`config.mk`:
```
export PLATFORM = sky130hd
export DESIGN_NAME = erase_planner
export DESIGN_NICKNAME = d
export VERILOG_FILES = /design/src/rtl/erase_planner.sv
export SDC_FILE = /design/constraint.sdc
export NUM_CORES = 1
export LEC_CHECK = 0
export BUFFER_PORTS_ARGS = -buffer_cell sky130_fd_sc_hd__buf_2
export CAP_MARGIN = 20
export CORE_AREA = 2 2 114 116
export DETAILED_ROUTE_END_ITERATION = 16
export DIE_AREA = 0 0 116 118
export SKIP_CTS_REPAIR_TIMING = 1
export SLEW_MARGIN = 0
export SYNTH_ARGS = -nofsm -noshare
export SYNTH_HDL_FRONTEND = slang
export SYNTH_SLANG_ARGS = --single-unit
```
`constraint.sdc`:
```
create_clock -name clk -period 5.4 [get_ports clk]
set_input_delay 0.54 -clock clk [delete_from_list [all_inputs] [get_ports clk]]
set_output_delay 0.54 -clock clk [all_outputs]
set_load 0.005 [all_outputs]
```
`src/rtl/erase_planner.sv`:
```
`timescale 1ns/1ps
module erase_planner #(
  parameter int FIELD_W      = 16,
  parameter int PAGE_SHIFT   = 8,
  parameter int SECTOR_SHIFT = 12,
  parameter int MID_SHIFT    = 15,
  parameter int BLOCK_SHIFT  = 16,
  parameter int TIMEOUT      = 1000000,
  localparam int ADDR_W      = FIELD_W + PAGE_SHIFT
) (
  input  logic                 clk,
  input  logic                 rst_n,
  input  logic                 range_req,
  input  logic [2*FIELD_W-1:0] range_word,
  input  logic                 chip_req,
  output logic                 cmd_valid,
  output logic [7:0]           cmd_op,
  output logic [ADDR_W-1:0]    cmd_addr,
  input  logic                 cmd_done,
  input  logic                 flash_busy,
  output logic                 wp_release,
  output logic                 done,
  output logic [1:0]           err
);
  localparam int SEC_LOW = SECTOR_SHIFT - PAGE_SHIFT;
  localparam int TMR_W   = $clog2(TIMEOUT + 1);
  localparam logic [ADDR_W:0] SEC_BYTES = (ADDR_W+1)'(1) << SECTOR_SHIFT;
  localparam logic [ADDR_W:0] MID_BYTES = (ADDR_W+1)'(1) << MID_SHIFT;
  localparam logic [ADDR_W:0] BLK_BYTES = (ADDR_W+1)'(1) << BLOCK_SHIFT;
  localparam logic [7:0] OP_WREN = 8'h06, OP_E4K = 8'h20, OP_E32K = 8'h52;
  localparam logic [7:0] OP_E64K = 8'hD8, OP_CHIP = 8'h60;

  typedef enum logic [2:0] {S_IDLE, S_WREN, S_ERASE, S_POLL, S_FIN} st_t;

  st_t               st;
  logic [ADDR_W:0]   cur_q, end_q;
  logic              chip_q;
  logic [1:0]        err_q;
  logic [TMR_W-1:0]  tmr_q;

  wire [FIELD_W-1:0] hi = range_word[2*FIELD_W-1:FIELD_W];
  wire [FIELD_W-1:0] lo = range_word[FIELD_W-1:0];
  wire [ADDR_W:0] req_start = {1'b0, hi, {PAGE_SHIFT{1'b0}}};
  wire [ADDR_W:0] req_len   = {1'b0, lo, {PAGE_SHIFT{1'b0}}};
  wire [ADDR_W:0] req_end   = req_start + req_len;
  wire req_bad  = (|hi[SEC_LOW-1:0]) || (|lo[SEC_LOW-1:0]) || req_end[ADDR_W];
  wire req_zero = (lo == '0);

  wire [ADDR_W:0] remaining = end_q - cur_q;
  wire fits_blk = (cur_q[BLOCK_SHIFT-1:0] == '0) && (remaining >= BLK_BYTES);
  wire fits_mid = (cur_q[MID_SHIFT-1:0] == '0) && (remaining >= MID_BYTES);
  wire [ADDR_W:0] step     = fits_blk ? BLK_BYTES : fits_mid ? MID_BYTES : SEC_BYTES;
  wire [7:0]      erase_op = fits_blk ? OP_E64K : fits_mid ? OP_E32K : OP_E4K;
  wire [ADDR_W:0] next_cur = cur_q + step;

  assign cmd_valid  = (st == S_WREN) || (st == S_ERASE);
  assign cmd_op     = (st == S_WREN) ? OP_WREN : chip_q ? OP_CHIP : erase_op;
  assign cmd_addr   = ((st == S_WREN) || chip_q) ? '0 : cur_q[ADDR_W-1:0];
  assign wp_release = (st == S_WREN) || (st == S_ERASE) || (st == S_POLL);
  assign done       = (st == S_FIN);
  assign err        = err_q;

  always_ff @(posedge clk) begin
    if (!rst_n) begin
      st     <= S_IDLE;
      cur_q  <= '0;
      end_q  <= '0;
      chip_q <= 1'b0;
      err_q  <= 2'd0;
      tmr_q  <= '0;
    end else begin
      case (st)
        S_IDLE: begin
          tmr_q <= '0;
          if (chip_req) begin
            chip_q <= 1'b1;
            err_q  <= 2'd0;
            st     <= S_WREN;
          end else if (range_req) begin
            chip_q <= 1'b0;
            cur_q  <= req_start;
            end_q  <= req_end;
            if (req_bad) begin
              err_q <= 2'd1;
              st    <= S_FIN;
            end else begin
              err_q <= 2'd0;
              st    <= req_zero ? S_FIN : S_WREN;
            end
          end
        end
        S_WREN:  if (cmd_done) st <= S_ERASE;
        S_ERASE: if (cmd_done) begin
          tmr_q <= '0;
          st    <= S_POLL;
        end
        S_POLL: begin
          if (!flash_busy) begin
            cur_q <= next_cur;
            st    <= (chip_q || next_cur == end_q) ? S_FIN : S_WREN;
          end else if (tmr_q == TMR_W'(TIMEOUT - 1)) begin
            err_q <= 2'd2;
            st    <= S_FIN;
          end else begin
            tmr_q <= tmr_q + 1'b1;
          end
        end
        default: st <= S_IDLE;
      endcase
    end
  end
endmodule

```
==> results of run 1 <==
[registers in the layout (all words and copies together), names as in the netlist]
| name | flops |
|---|---|
| cur_q | 17 |
| err | 2 |
| tmr_q | 20 |
| end_q | 17 |
| chip_q | 1 |
| st | 3 |
[synthesized netlist by cell type (3+ instances only)]
cell type  instances  area share (%)
a32oi_1            3            0.54
xnor2_1           24             4.3
nor3_1            29             3.0
xor2_1            31             5.6
ha_1              37             9.6
inv_1             27             2.1
nor2b_1           16             2.1
and3_1            10             1.3
and2_1            15             1.9
nand4_1           15             1.9
nor4b_1            3            0.54
nor2_1            48             3.7
or2_2              3            0.39
a21oi_1           36             3.7
o211a_1            5             1.0
nand3b_1           3            0.46
nand3_1           16             1.7
and4_1             4            0.72
a21boi_0          16             2.5
a31oi_1           10             1.3
nand2b_1           7            0.90
o221ai_1           5            0.90
a221oi_1           4            0.72
a211oi_1           3            0.46
or3_1              5            0.65
o21ai_0           34             3.5
a222oi_1           3            0.62
buf_4             10             1.5
nand2_1           68             5.3
nor4_1             9             1.2
a21o_1            13             2.0
clkbuf_1          17             1.3
dfxtp_1           60              25
[cell usage in the layout (no fill, tap or decap), types with 3 or more instances in the layout]
cell type  instances
nand4_1           15
a222oi_1           3
a32oi_1            3
nor4b_1            3
a21oi_1           36
a31oi_1           10
xnor2_1           24
nor2_1            48
ha_1              37
a211oi_1           3
buf_2             65
inv_1             27
a21o_1            13
xor2_1            31
o21ai_0           34
nor4_1             9
and3_1            10
dfxtp_1           59
a21boi_0          16
nand2_1           68
and2_1            15
o221ai_1           5
or3_1              5
o211a_1            5
and4_1             4
nand3_1           16
nor2b_1           16
nor3_1            29
clkbuf_16          9
conb_1             9
nand2b_1           7
buf_4              7
a221oi_1           4
or2_2              3
nand3b_1           3
[logic make-up (layout without fill, tap and decap cells)]
group | after synthesis | after routing | synth area share [%]
DFF | 60 | 60 | 24.8
xor gates and xnor gates | 55 | 55 | 9.94
muxes | 3 | 3 | 0.645
other | 1 | 9 | 0.0774
adders and majority gates | 38 | 38 | 9.96
AOI/OAI and AO/OA | 154 | 154 | 21.8
buffers and inverters | 57 | 115 | 5.34
and+or+nand+nor | 261 | 261 | 27.5
[per-layer routing]
metal,part of all wire [%],up-vias,global-route usage [%]
li1,-,2382,-
met1,54,2188,31.3
met2,41,102,28.3
met3,4.0,10,2.73
met4,0.97,0,5.28
met5,0,-,0
[power groups by stage]
stage,clock network (uW),registers (uW),logic (uW)
finish,582,515,599
global route,604,520,665
CTS,590,514,589
detailed placement,0,523,585
global placement,0,522,585
floorplan,0,502,452
[area by class of cell]
class / instances / area (um^2)
Fill cell: 1303 / 6780
Multi-Input combinational cell: 520 / 3440
Sequential cell: 60 / 1200
Timing Repair Buffer: 72 / 378
Clock buffer: 12 / 256
Tap cell: 172 / 215
Inverter: 27 / 101
Clock inverter: 4 / 47.5
[stage by stage]
stage	instance area [um^2]	hold slack, ns
6_report	5640	0.473
4_1_cts	5600	0.475
3_3_place_gp	5300	0.458
3_5_place_dp	5300	0.468
5_1_grt	5640	0.492
2_1_floorplan	4880	0.444
[worst max path at each step]
stage | start | end | slack (ns) | depth (start not counted)
floorplan | cur_q[14] | st[2] | 0.85 | 20
global placement | cur_q[14] | st[0] | 0.52 | 19
detailed placement | cur_q[14] | st[0] | 0.36 | 19
CTS | cur_q[14] | st[0] | 0.33 | 19
global route | end_q[21] | st[0] | 0.06 | 17
finish | cur_q[15] | st[0] | 0.37 | 19
[critical path: stages (launching register included)]
cell	delay [ns]
dfxtp_1	0.43
inv_1	0.12
ha_1	0.40
a21o_1	0.19
a21oi_1	0.21
mux2i_1	0.25
nand4_1	0.14
nor4bb_2	0.32
nand4_1	0.20
o31ai_2	0.34
ha_1	0.26
ha_1	0.26
nand4_1	0.26
a2111oi_4	0.51
nand3_1	0.15
xnor2_1	0.14
nor4_1	0.27
a211oi_1	0.14
a31oi_1	0.19
a21boi_0	0.10
==> impl_metrics.py, run 1 <==
metrics = {
    "pwr": {
        "power.total_uw": 1700,
        "sw_frac_of_total_pct": 34.8,
        "internal_power_uw": 1110,
        "p_sw_uw": 590,
        "seqPwrFrac_pct": 30.4,
        "p_clk_share_pct": 34.3,
        "irDropWorstVdd_v": 0.000180,
        "combPwrFrac_pct": 35.3,
        "leakage_uw": 0.00241,
        "power_density_mw_per_mm2": 301,
    },
    "placement": {
        "port_buffers": 65,
        "pre_cts_ws_ns": 0.364,
        "dp.cells": 849,
        "dp_hpwl_um": 10500,
        "routabilityCongestion": 0.887,
    },
    "cells_and_area": {
        "nNetsFinal": 766,
        "area_delta_synth_final_pct": 16.3,
        "final_layout_size_suffix_gt1_share_pct": 14.4,
        "final_cells": 867,
        "n_antenna_cell": 0,
        "utilization_pct": 45.4,
    },
    "die": {
        "die_w_um": 116,
        "fp.dieH_um": 118,
        "coreArea_mm2": 0.0124,
        "ios": 75,
        "fp-row-count": 41,
        "die_area_mm2": 0.0137,
        "start_util_pct": 39.0,
    },
    "route": {
        "wire_per_inst_um": 15.6,
        "dr.pass1.iters": 4,
        "routed_wl_um": 13600,
        "postRouteAntennaNets": 0,
        "vias_per_cell": 5.40,
        "drcViolationCount": 0,
        "route.vias.total": 4682,
        "drtIter0Drc": 354,
    },
    "timing": {
        "min_period_ns": 5.03,
        "final_hold_viol_count": 0,
        "clock_skew_ns": 0.00666,
        "rsz0062_at_grt": "false",
        "fmax_mhz": 199,
        "slew_headroom_pct": 43.1,
        "fin_crit_sh_pct": 93.1,
        "setup_tns_ns": 0,
        "slew_viol_final": 0,
        "worst_slew_pin_slew_ns": 0.853,
        "fin_ws_ns": 0.374,
        "setup_viol": 0,
    },
    "cts": {
        "clk_path_buf_depth": 2,
        "worstSkewPairLatency_ns": 0.33,
        "cts.sink_count": 60,
        "clk_pin_slew_ns": 0.05,
        "htreeDepth": 3,
        "cts_root_buf": "clkbuf_16",
        "cts_buffers": 9,
        "cts_tree": "yes",
    },
    "global_route": {
        "grt_pass1_vias": 4227,
        "track_usage_pct": 20.0,
        "grt_pass1_wl_um": 21700,
        "grt_overflow": 0,
        "grt_max_degree": 45,
        "antenna_found_initial": 0,
    },
    "logic_synthesis": {
        "async_flop_share_pct": 0,
        "yosysWarnings": 0,
        "ys_seq_area_share_pct": 24.8,
        "synthFlopType": "dfxtp_1",
        "synth_cells": 629,
        "yosysUniqueCellTypes": 65,
        "synth_seq_cells": 60,
        "syn_area_mm2": 0.00485,
        "synth_area_per_cell_um2": 7.71,
        "synth-edff-count": 0,
    },
    "run_status": {
        "status": "completed",
    },
    "worst_hold_path": {
        "min_from": "end_q[8]",
        "holdPathEnd": "end_q[8]",
        "hp-class": "flip-flop to flip-flop",
        "whs_path_depth": 2,
    },
    "worst_setup_path": {
        "r2r_start": "cur_q[15]",
        "r2r_end": "st[0]",
        "rr_worst_depth": 19,
        "crit_arrival_ns": 5.22,
        "start_kind": "flip-flop",
        "rrSetupSlack_ns": 0.37,
        "end_kind": "flip-flop",
        "critPathRequiredTime_ns": 5.59,
        "critPathKind": "flip-flop to flip-flop",
        "path_max_fanout": 6,
    },
    "flow_run": {
        "cap_violations": 0,
    },
}
(Power assumes the default switching activity.)
==> inputs of run 2 (changes only) <==
- CELL_PAD_IN_SITES_DETAIL_PLACEMENT: default -> 0
- CELL_PAD_IN_SITES_GLOBAL_PLACEMENT: default -> 2
- CORE_AREA: 2 2 114 116 -> 2 2 125 127
- DIE_AREA: 0 0 116 118 -> 0 0 127 129
- PLACE_DENSITY_LB_ADDON: default -> 0.1
==> run 2 against run 1 <==
Sequential power is essentially flat. Non-clock buffer count unchanged. Combinational power grew 3%.
==> impl_metrics.py, run 2 (synthesis results as in run 1) <==
metrics = {
    "run_status": {
        "status": "completed",
    },
    "pwr": {
        "irDropWorstVdd_v": 0.000120,
        "sw_frac_of_total_pct": 34.3,
        "power_density_mw_per_mm2": 314,
        "p_sw_uw": 614,
        "p_clk_share_pct": 36.9,
        "internal_power_uw": 1180,
        "leakage_uw": 0.00242,
        "seqPwrFrac_pct": 28.9,
        "combPwrFrac_pct": 34.2,
    },
    "worst_setup_path": {
        "rrSetupSlack_ns": 0.43,
        "crit_arrival_ns": 5.16,
        "critPathKind": "flip-flop to flip-flop",
        "start_kind": "flip-flop",
        "path_max_fanout": 7,
        "end_kind": "flip-flop",
        "critPathRequiredTime_ns": 5.59,
    },
    "flow_run": {
        "cap_violations": 0,
    },
    "timing": {
        "slew_viol_final": 0,
        "fin_crit_sh_pct": 92.1,
        "setup_tns_ns": 0,
        "worst_slew_pin_slew_ns": 0.999,
        "clock_skew_ns": 0.00974,
        "min_period_ns": 4.97,
        "fmax_mhz": 201,
        "final_hold_viol_count": 0,
        "rsz0062_at_grt": "false",
        "slew_headroom_pct": 33.3,
        "setup_viol": 0,
    },
    "route": {
        "drcViolationCount": 0,
        "vias_per_cell": 5.40,
        "wire_per_inst_um": 17.6,
        "dr.pass1.iters": 7,
        "route.vias.total": 4766,
        "drtIter0Drc": 243,
        "routed_wl_um": 15600,
        "postRouteAntennaNets": 0,
    },
    "global_route": {
        "antenna_found_initial": 0,
        "grt_pass1_vias": 4539,
        "track_usage_pct": 18.9,
        "grt_overflow": 0,
        "grt_max_degree": 45,
        "grt_pass1_wl_um": 24300,
    },
    "placement": {
        "routabilityCongestion": 0.851,
        "placed_area_mm2": 0.00533,
        "port_buffers": 65,
        "dp_hpwl_um": 12400,
    },
    "die": {
        "die_area_mm2": 0.0164,
        "fp.dieH_um": 129,
        "start_util_pct": 32.4,
        "fp-row-count": 45,
        "ios": 75,
        "die_w_um": 127,
        "coreArea_mm2": 0.0150,
    },
    "cts": {
        "cts_tree": "yes",
        "htreeDepth": 3,
        "clk_pin_slew_ns": 0.06,
        "worstSkewPairLatency_ns": 0.33,
        "cts_buffers": 9,
        "cts_root_buf": "clkbuf_16",
        "cts.sink_count": 60,
        "clk_path_buf_depth": 2,
    },
    "cells_and_area": {
        "multi_input_area_mm2": 0.00345,
        "layout.cells.most_common": "nand2_1",
        "final_cell_mix": "nand2_1 (68), buf_2 (65), dfxtp_1 (60), nor2_1 (48), ha_1 (37)",
        "largestRegisters": "tmr_q x20, cur_q x17, end_q x17",
        "nNetsFinal": 766,
        "seq_area_mm2": 0.00120,
        "fillCellCount": 1591,
        "final_layout_size_suffix_gt1_share_pct": 14.7,
        "area_delta_synth_final_pct": 17.8,
        "regMostFlops": "tmr_q",
        "final_area_mm2": 0.00571,
        "n_antenna_cell": 0,
        "largest_reg_flops": 20,
    },
    "worst_hold_path": {
        "hp-class": "flip-flop to flip-flop",
    },
}
## run 2: cell types whose count changed in the layout (fill, tap and decap cells not counted), moves of 2 or more
cell,change
clkinv_2,-2
clkinvlp_4,+2
bufinv_16,+2
clkbuf_8,-2
## run 2: path summary, 6_finish.rpt
check                           depth (start not counted)      start         to
worst max-delay path                                   20  cur_q[14]      st[0]
worst min-delay path                                    2  cur_q[10]  cur_q[10]
worst max register to register                         20  cur_q[14]      st[0]
worst min register to register                          2  cur_q[10]  cur_q[10]
## run 2: per-stage QoR
step           std cells  total power, uW  hold WS [ns]  util [%]  worst slack [ns]
6_report             883             1790         0.470      38.1             0.425
5_1_grt              883             1900         0.499      38.1            0.0172
4_1_cts              882             1800         0.472      37.8             0.381
3_5_place_dp         866             1120         0.464      35.6             0.449
3_3_place_gp         866             1130         0.458      35.6             0.590
2_1_floorplan        637              953         0.444         -             0.847
## run 2: layout make-up
cell class,instances,area share [%]
multi-input cells,520,60.5
flip-flops and latches,60,21.0
repair buffers,72,6.62
well taps,188,4.12
clock buffers,10,4.01
clock inverters,6,1.97
inverters,27,1.78
## run 2: worst max-delay path, cell delays in order, from the launching register on
cell      delay (ns)
dfxtp_1         0.44
inv_1           0.14
ha_1            0.40
and3_1          0.21
a32oi_1         0.07
and2_1          0.27
a2111o_1        0.45
a21oi_1         0.19
o221ai_1        0.22
o31ai_2         0.30
ha_1            0.24
ha_1            0.27
nand4_1         0.25
buf_4           0.22
a21oi_1         0.29
xnor2_1         0.17
nand2_1         0.09
nor4_2          0.17
a211oi_2        0.13
a31oi_1         0.20
a21boi_0        0.10
## run 2: metal layers
layer | part of all wire, % | up-vias | track usage [%]
met3 | 4.3 | 12 | 2.83
met5 | 0 | - | 0
met1 | 46 | 2243 | 24.5
li1 | - | 2379 | -
met4 | 0.78 | 0 | 4.72
met2 | 49 | 132 | 33.0
## run 2: power by group through the flow
stage          Combinational [uW]  Clock [uW]  Sequential (uW)
2_1_floorplan                 452           0              502
3_5_place_dp                  598           0              527
6_report                      614         661              518
4_1_cts                       601         678              517
5_1_grt                       681         696              522
3_3_place_gp                  601           0              526
==> inputs of run 3 (changes only) <==
- clock period: 5.4 -> 5.35 ns (I/O delays scaled with it)
==> run 3 against run 2 <==
Register-to-register slack better by 0.05 ns. Critical endpoint unchanged. Total power down 1.3%. Clock-buffer cell count rose by 1. Worst hold slack about the same. Critical path depth fell by 1.
==> impl_metrics.py, run 3 (synthesis results as in run 1) <==
metrics = {
    "die": {
        "die_area_mm2": 0.0164,
        "coreArea_mm2": 0.0150,
        "fp-row-count": 45,
        "ios": 75,
        "fp.dieH_um": 129,
        "die_w_um": 127,
        "start_util_pct": 32.4,
    },
    "global_route": {
        "grt_pass1_wl_um": 24400,
        "track_usage_pct": 19.0,
        "grt_overflow": 0,
        "met1_usage_pct": 24.9,
        "grtUsageMet3_pct": 2.95,
        "antenna_found_initial": 1,
        "busiest_layer": "met2",
        "grt_max_degree": 45,
        "grt_pass1_vias": 4564,
        "grtUsageMet2_pct": 33.1,
    },
    "cells_and_area": {
        "area_delta_synth_final_pct": 17.4,
        "largest_reg_flops": 20,
        "regMostFlops": "tmr_q",
        "fillCellCount": 1611,
        "largestRegisters": "tmr_q x20, cur_q x17, end_q x17",
        "layout.cells.most_common": "nand2_1",
        "final_cells": 883,
        "final_cell_mix": "nand2_1 (68), buf_2 (65), dfxtp_1 (59), nor2_1 (48), ha_1 (36)",
        "utilization_pct": 38.0,
        "final_layout_size_suffix_gt1_share_pct": 15.0,
        "nNetsFinal": 766,
        "n_antenna_cell": 0,
        "final_area_mm2": 0.00569,
    },
    "pwr": {
        "power_density_mw_per_mm2": 311,
        "power.total_uw": 1770,
        "irDropWorstVdd_v": 0.000135,
        "leakage_uw": 0.00242,
    },
    "route": {
        "postRouteAntennaNets": 0,
        "dr.pass1.iters": 4,
        "route.vias.total": 4704,
        "drtIter0Drc": 175,
        "drcViolationCount": 0,
        "routed_wl_um": 15600,
        "vias_per_cell": 5.33,
        "wire_per_inst_um": 17.7,
    },
    "placement": {
        "placed_area_mm2": 0.00533,
        "dp_hpwl_um": 12500,
        "routabilityCongestion": 0.851,
        "dp.cells": 866,
        "port_buffers": 65,
    },
    "worst_setup_path": {
        "critPathBufInv": 1,
        "end_kind": "flip-flop",
        "cpMaxStageDelayCell": "a2111o_1",
        "crit_top_cell": "ha_1",
        "critPathRequiredTime_ns": 5.54,
        "slowest_delay_ns": 0.45,
        "path_cells": "inv_1 -> ha_1 -> and3_1 -> a32oi_1 -> and2_1 -> a2111o_1 -> a21oi_1 -> o221ai_1 -> o31ai_2 -> ha_1 -> ha_2 -> nand4_1 -> a2111oi_4 -> nand3_1 -> xnor2_1 -> nor4_2 -> a211oi_2 -> a31oi_1 -> a21boi_0",
        "critPathKind": "flip-flop to flip-flop",
        "path_max_fanout": 7,
        "cpLargestDelayFamily": "compound AO/OA/AOI/OAI gates",
        "start_kind": "flip-flop",
        "crit_arrival_ns": 5.07,
    },
    "cts": {
        "clk_path_buf_depth": 2,
        "clk_pin_slew_ns": 0.06,
        "cts.sink_count": 60,
        "worstSkewPairLatency_ns": 0.32,
        "cts_tree": "yes",
        "htreeDepth": 3,
        "cts_root_buf": "clkbuf_16",
        "cts_buffers": 9,
    },
    "worst_hold_path": {
        "hp-class": "flip-flop to flip-flop",
    },
    "timing": {
        "slew_viol_final": 0,
        "setup_viol": 0,
        "min_period_ns": 4.88,
        "fin_crit_sh_pct": 91.1,
        "final_hold_viol_count": 0,
        "rsz0062_at_grt": "false",
        "setup_tns_ns": 0,
        "clock_skew_ns": 0.00665,
        "worst_slew_pin_slew_ns": 1.02,
        "slew_headroom_pct": 32.0,
        "fmax_mhz": 205,
    },
    "run_status": {
        "status": "completed",
    },
    "flow_run": {
        "cap_violations": 0,
    },
}
-- run 3: area by class of cell --
cell class	instances	area (um^2)	share of cell area, %
multi-input combinational	520	3450	60.7
sequential	60	1200	21.1
timing repair buffer	72	378	6.64
clock buffer	11	243	4.27
tap	188	235	4.13
inverter	27	101	1.78
clock inverter	5	75.1	1.32
-- run 3: worst min-delay path: cells and delay by family (launching register included) --
family | cells | cell delay [ns]
DFF | 1 | 0.31
AOI/OAI and AO/OA | 1 | 0.07
and+or+nand+nor | 1 | 0.05
-- run 3: worst paths after layout --
kind / cells after the start / slack, ns / endpoint / from
worst max-delay path: 19 / 0.47 / st[0] / cur_q[14]
worst min-delay path: 2 / 0.47 / cur_q[8] / cur_q[8]
worst min register to register: 2 / 0.47 / cur_q[8] / cur_q[8]
worst max register to register: 19 / 0.47 / st[0] / cur_q[14]
-- run 3: per-layer routing --
layer / share of wire [%] / vias up
met1: 48 / 2221
met3: 3.0 / 14
met5: 0.083 / -
li1: - / 2384
met4: 1.1 / 2
met2: 48 / 83
-- run 3: where the power goes --
group          internal, uW  switching (uW)
sequential              475            47.5
combinational           261             361
clock                   418             207
-- run 3: metrics by stage --
step / setup slack [ns] / hold slack, ns
CTS: 0.354 / 0.475
floorplan: 0.797 / 0.444
finish: 0.474 / 0.470
detailed placement: 0.409 / 0.467
global placement: 0.540 / 0.458
global route: 0.0646 / 0.499
